## config.mk

```make
export PLATFORM = sky130hd
export DESIGN_NAME = burst_addr_gen
export DESIGN_NICKNAME = d
export VERILOG_FILES = /design/src/rtl/burst_seq_pkg.sv /design/src/rtl/burst_beat_step.sv /design/src/rtl/burst_order_map.sv /design/src/rtl/burst_addr_gen.sv
export SDC_FILE = /design/constraint.sdc
export NUM_CORES = 1
export LEC_CHECK = 0
export BUFFER_PORTS_ARGS = -buffer_cell sky130_fd_sc_hd__buf_4
export CORE_ASPECT_RATIO = 0.8
export CORE_MARGIN = 2
export CORE_UTILIZATION = 50
export CTS_CLUSTER_DIAMETER = 80
export DETAILED_ROUTE_END_ITERATION = 8
export PLACE_DENSITY = 0.81
export SLEW_MARGIN = 10
export SYNTH_ARGS = -nofsm -noshare
export SYNTH_HDL_FRONTEND = slang
export SYNTH_SLANG_ARGS = --single-unit
```

## constraint.sdc

```tcl
create_clock -name clk -period 4.8 [get_ports clk]
set_input_delay 0.96 -clock clk [delete_from_list [all_inputs] [get_ports clk]]
set_output_delay 0.96 -clock clk [all_outputs]
set_load 0.01 [all_outputs]
```

## src/rtl/burst_seq_pkg.sv

```systemverilog
package burst_seq_pkg;

    typedef enum logic {
        ORD_LINEAR     = 1'b0,
        ORD_INTERLEAVE = 1'b1
    } burst_order_e;

endpackage

```

## src/rtl/burst_beat_step.sv

```systemverilog
// Next value of the beat counter: clear on load, step on advance, else hold.
module burst_beat_step #(
    parameter int BEAT_W = 2
) (
    input  logic [BEAT_W-1:0] beat_q,
    input  logic              load,
    input  logic              adv_n,
    output logic [BEAT_W-1:0] beat_d
);
    localparam logic [BEAT_W-1:0] ONE = BEAT_W'(1);

    always_comb begin
        beat_d = beat_q;
        if (load) begin
            beat_d = '0;
        end else if (!adv_n) begin
            beat_d = beat_q + ONE;
        end
    end
endmodule

```

## src/rtl/burst_order_map.sv

```systemverilog
// Maps a start value and beat count to the low address bits.
module burst_order_map
    import burst_seq_pkg::*;
#(
    parameter int BEAT_W = 2
) (
    input  logic [BEAT_W-1:0] start,
    input  logic [BEAT_W-1:0] beat,
    input  burst_order_e      order,
    output logic [BEAT_W-1:0] low
);
    logic [BEAT_W-1:0] lin_low;
    logic [BEAT_W-1:0] ilv_low;

    assign lin_low = start + beat;

    for (genvar b = 0; b < BEAT_W; b++) begin : g_ilv
        assign ilv_low[b] = start[b] ^ beat[b];
    end

    always_comb begin
        unique case (order)
            ORD_INTERLEAVE: low = ilv_low;
            default:        low = lin_low;
        endcase
    end
endmodule

```

## src/rtl/burst_addr_gen.sv

```systemverilog
module burst_addr_gen
    import burst_seq_pkg::*;
#(
    parameter int ADDR_W = 18,
    parameter int BEAT_W = 2
) (
    input  logic              clk,
    input  logic              rst,
    input  logic              load_i,
    input  logic              adv_n_i,
    input  logic              order_i,
    input  logic [ADDR_W-1:0] addr_i,
    output logic [ADDR_W-1:0] addr_o
);
    localparam int UP_W = ADDR_W - BEAT_W;

    typedef struct packed {
        logic [UP_W-1:0]   upper;
        logic [BEAT_W-1:0] start;
        logic [BEAT_W-1:0] beat;
        burst_order_e      order;
        logic [ADDR_W-1:0] addr;
    } state_t;

    state_t st_d, st_q;

    logic [UP_W-1:0]   upper_nx;
    logic [BEAT_W-1:0] start_nx;
    burst_order_e      order_nx;
    logic [BEAT_W-1:0] beat_nx;
    logic [BEAT_W-1:0] low_nx;

    // Capture of burst parameters on load
    always_comb begin
        upper_nx = st_q.upper;
        start_nx = st_q.start;
        order_nx = st_q.order;
        if (load_i) begin
            upper_nx = addr_i[ADDR_W-1:BEAT_W];
            start_nx = addr_i[BEAT_W-1:0];
            order_nx = burst_order_e'(order_i);
        end
    end

    burst_beat_step #(.BEAT_W(BEAT_W)) u_step (
        .beat_q (st_q.beat),
        .load   (load_i),
        .adv_n  (adv_n_i),
        .beat_d (beat_nx)
    );

    burst_order_map #(.BEAT_W(BEAT_W)) u_map (
        .start (start_nx),
        .beat  (beat_nx),
        .order (order_nx),
        .low   (low_nx)
    );

    always_comb begin
        st_d       = st_q;
        st_d.upper = upper_nx;
        st_d.start = start_nx;
        st_d.order = order_nx;
        st_d.beat  = beat_nx;
        st_d.addr  = {upper_nx, low_nx};
    end

    always_ff @(posedge clk) begin
        if (rst) begin
            st_q <= '0;
        end else begin
            st_q <= st_d;
        end
    end

    assign addr_o = st_q.addr;
endmodule

```

# Yosys cells after proc, flatten, opt, wreduce, memory -nomap -nowiden
# Cells that the tools add are included.
# classes
n_addsub	2
multipliers	0
div	0
n_lt_le_gt_ge	0
eq_ne	0
shift	0
n_mux	6
bitwise	2
reduce_logical	0
# ops
cell	n
$mux 16	1
$mux 2	4
$add 2x1->2 const B	1
$add 2x2->2	1
$xor 1x1->1	2
$mux 1	1
# totals
register_bits	39
latchBits	0
mem_bits_rw	0
rom_bits	0
inputBits	23
out_inout_bits	18
word_cells	15
n_memories	0

# Logic depth before layout (Yosys ltp)
# depth
word_depth	5
mapped_depth	8

# Modules after synthesis
# From an unflattened synthesis, not the netlist that was laid out.
# unflattened
hier_cells	97
area_unflattened_um2	1051.0
# by_module_without_submodules
module	instances	cells_per_inst	area_each_um2	seq_area_each_um2
burst_addr_gen	1	87	962.2	460.4
burst_beat_step	1	6	52.6	0.0
burst_order_map	1	4	36.3	0.0

# Least setup slack after synthesis
# Ideal clock, no wire load.
# synth_timing
path_kind	input port to flip-flop
from	input load_i
to	register st_q, in the netlist addr_o[1]
t_arrival_ps	2351
t_required_ps	4679
setup_slack_ps	2329
cell_stages	7
path_buffers	1
path_cell_list	buf_2 > mux2_2 > ha_1 > nor2b_2 > xnor2_1 > mux2i_1 > mux2_2
# synth_via
elab_chain_len	3
word_cells_on_any_way	6
# synth_rtl
item	line	text
start, declared	burst_addr_gen.sv:9	input logic load_i,
$mux 2	burst_addr_gen.sv:38	if (load_i) begin
named net start_nx[0]	burst_addr_gen.sv:28	logic [BEAT_W-1:0] start_nx;
$add 2x2->2	burst_order_map.sv:15	assign lin_low = start + beat;
$mux 2	burst_order_map.sv:22	unique case (order)
end signal, assigned	burst_addr_gen.sv:72	st_q <= st_d;
end, declared	burst_addr_gen.sv:25	state_t st_d, st_q;
# The timed path passes the listed nets, and every way through them passes these cells.
# A chain may end at the register's enable or synchronous reset.

# Worst setup path after layout
# Ends and elaborated chain as after synthesis.

==> reports/metrics.cfg <==
[run_status]
status = finished clean

[grt]
grt_pass1_vias = 683
grt_pass1_wl_um = 2787
grt_overflow = 0
antenna_found_initial = 0
grt_max_degree = 25
track_usage_pct = 16.11

[synthesis]
ys_ff_latch = 23
syn_avg_cell_area_um2 = 10.15
synth_nets = 125
postSynthCellCount = 101
yosys_warnings = 0
yosysSeqAreaShare_pct = 44.93
syn-cell-area_mm2 = 0.001025
yosys.cell_types.count = 14

[pwr]
leakagePower_uw = 0.0006055
vdd_drop_max_uv = 233.7
power_density_mw_per_mm2 = 294.6

[sta]
fmax_mhz = 413.6
min_period_ns = 2.418
finalHoldViolations = 0
skew_ns = 0.002572
grt_setup_unrepaired = false
slew_headroom_pct = 76.27
timing.final.crit_share_pct = 50.38
finalSetupViolations = 0
worst_pin_slew_ns = 0.3560
maxSlewViolCount = 0
fin_tns_setup_ns = 0

[placement]
dp_hpwl_um = 1269
placed_area_mm2 = 0.001192
portBuffers = 40
gp_congestion = 0.7083

[final_layout]
fillers = 167
area_growth_pct = 19.05
multi_input_area_um2 = 401.6
drive_gt1_share_pct = 40.16
finalNetCount = 147
num_antenna_cells = 0
final-seq-area_um2 = 460.4
fin_area_mm2 = 0.001220

[floorplanning]
dieArea_mm2 = 0.002430
die_x_um = 54.62
ios = 41
start_util_pct = 53.67
die_y_um = 44.49
core_mm2 = 0.001909
placement_rows = 14

[clocking]
ctsHtreeMaxLevel = 1
post_cts_buffers = 0
cts_buffers = 3
cts_tree = yes
ctsHoldBuffers = 0
clkLatencyLatePin_ns = 0.30
cts_root_buffer = clkbuf_4
cts_buffer_depth = 2
cts.sinks = 23
ctsResizeCount = 0
clk_pin_slew_ns = 0.12

[setup_path]
r2r-start = st_q[19]
max_stage_delay_ns = 0.39
required_ns = 5.01
crit_top_cell = mux2_2
crit_arrival_ns = 2.63
crit_path_end_kind = register
start_kind = primary input
rr_endpoint = addr_o[1]
cp_cell_sequence = buf_4 -> mux2_2 -> ha_1 -> nor2b_2 -> xnor2_1 -> mux2i_1 -> mux2_2
rrSetupSlack_ns = 3.09
slowest_stage = mux2_2
cp_max_fo = 24
worst-r2r-cell-count = 7
crit_type = in -> reg

[routing]
avgViaCountPerCell = 4.692
wirelength_um = 1715
drt_iter0_markers = 7
drt-pass1-iter-count = 4
via_count = 685
drcViolationCount = 0
routedWlPerCell_um = 11.75
final_antenna_net_count = 0

[flow_run]
cap_violations = 0

[hold_path]
hp-start = st_q[30]
whs_path_depth = 2
hold_end = st_q[30]
worstHoldPathType = reg -> reg

sequential cells by signal (all words and copies together), names as in the netlist:
signal  count
st_q       21
addr_o      2
cells in the final DEF, fill, tap and decap left out:
cell and instances:
clkinv_2 1, xor2_1 1, nor2b_2 2, nor2b_1 4, buf_4 40, dfxtp_1 23, nor2_1 21, ha_1 1
nor3_1 1, clkbuf_4 3, xnor2_1 2, mux2_2 2, nor2b_4 1, mux2i_1 20
through the flow:
stage	hold slack (ns)	worst slack (ns)	power (µW)	instances	util (%)
after detailed placement	0.4832	2.039	276.6	142	62.45
final	0.5075	2.382	359.4	146	63.89
after global placement	0.4769	2.064	274.4	142	62.45
after global routing	0.5543	2.303	379.4	146	63.89
after CTS	0.5143	2.379	367.5	146	63.89
after floorplan	0.4617	2.329	256.8	101	-
worst max-delay path, delay by kind of cell:
family,cells,cell delay (ns)
buffers and inverters,1,0.31
and+or+nand+nor,1,0.15
adders and majority gates,1,0.20
muxes,3,0.88
xor gates and xnor gates,1,0.11
worst max-delay path by stage:
stage	from	end	slack, ns	cells past startpoint
3_5_place_dp	load_i	addr_o[1]	2.04	7
3_3_place_gp	load_i	addr_o[1]	2.06	7
2_1_floorplan	load_i	addr_o[1]	2.33	7
5_1_grt	load_i	addr_o[1]	2.30	7
4_1_cts	load_i	addr_o[1]	2.38	7
6_report	load_i	addr_o[1]	2.38	7
cell families (layout without fill, tap and decap cells):
family	count (synthesis)	count (layout)	share of synthesized area (%)
mux	22	22	21.73
fa+ha+maj	1	1	1.221
buf+inv	23	44	15.87
xor+xnor	3	3	2.565
simple gates	29	29	13.67
flops	23	23	44.93
per-layer routing:
layer | vias to the layer above | share of wire, % | track usage [%]
met2 | 18 | 52 | 28.57
li1 | 348 | - | -
met3 | 2 | 6.8 | 6.757
met4 | 0 | 0.76 | 4.500
met1 | 317 | 40 | 17.23
met5 | - | 0 | 0
cell usage after synthesis:
cell      instances  area (µm²)
xnor2_1           2       17.52
nor2b_1           4       25.02
nor2_1           21       78.83
nor2b_4           1       13.76
nor2b_2           2       17.52
clkbuf_1          2       7.510
mux2i_1          20       200.2
mux2_2            2       22.52
nor3_1            1       5.000
dfxtp_1          23       460.4
buf_4            20       150.1
buf_2             1       5.000
xor2_1            1       8.760
ha_1              1       12.51
layout make-up:
class                      count  area share (%)
sequential                    23           37.74
multi-input combinational     55           32.92
timing repair buffer          40           24.62
tap                           24           2.462
clock buffer                   3           1.846
clock inverter                 1          0.4103
report_power, final:
part	internal (µW)	total, µW	switching [µW]
registers	203	208	5.77
clock network	31.1	87.7	56.6
logic	37.2	63.5	26.3
total	271	359	88.6
No activity file was read; power rests on OpenSTA's default activity.
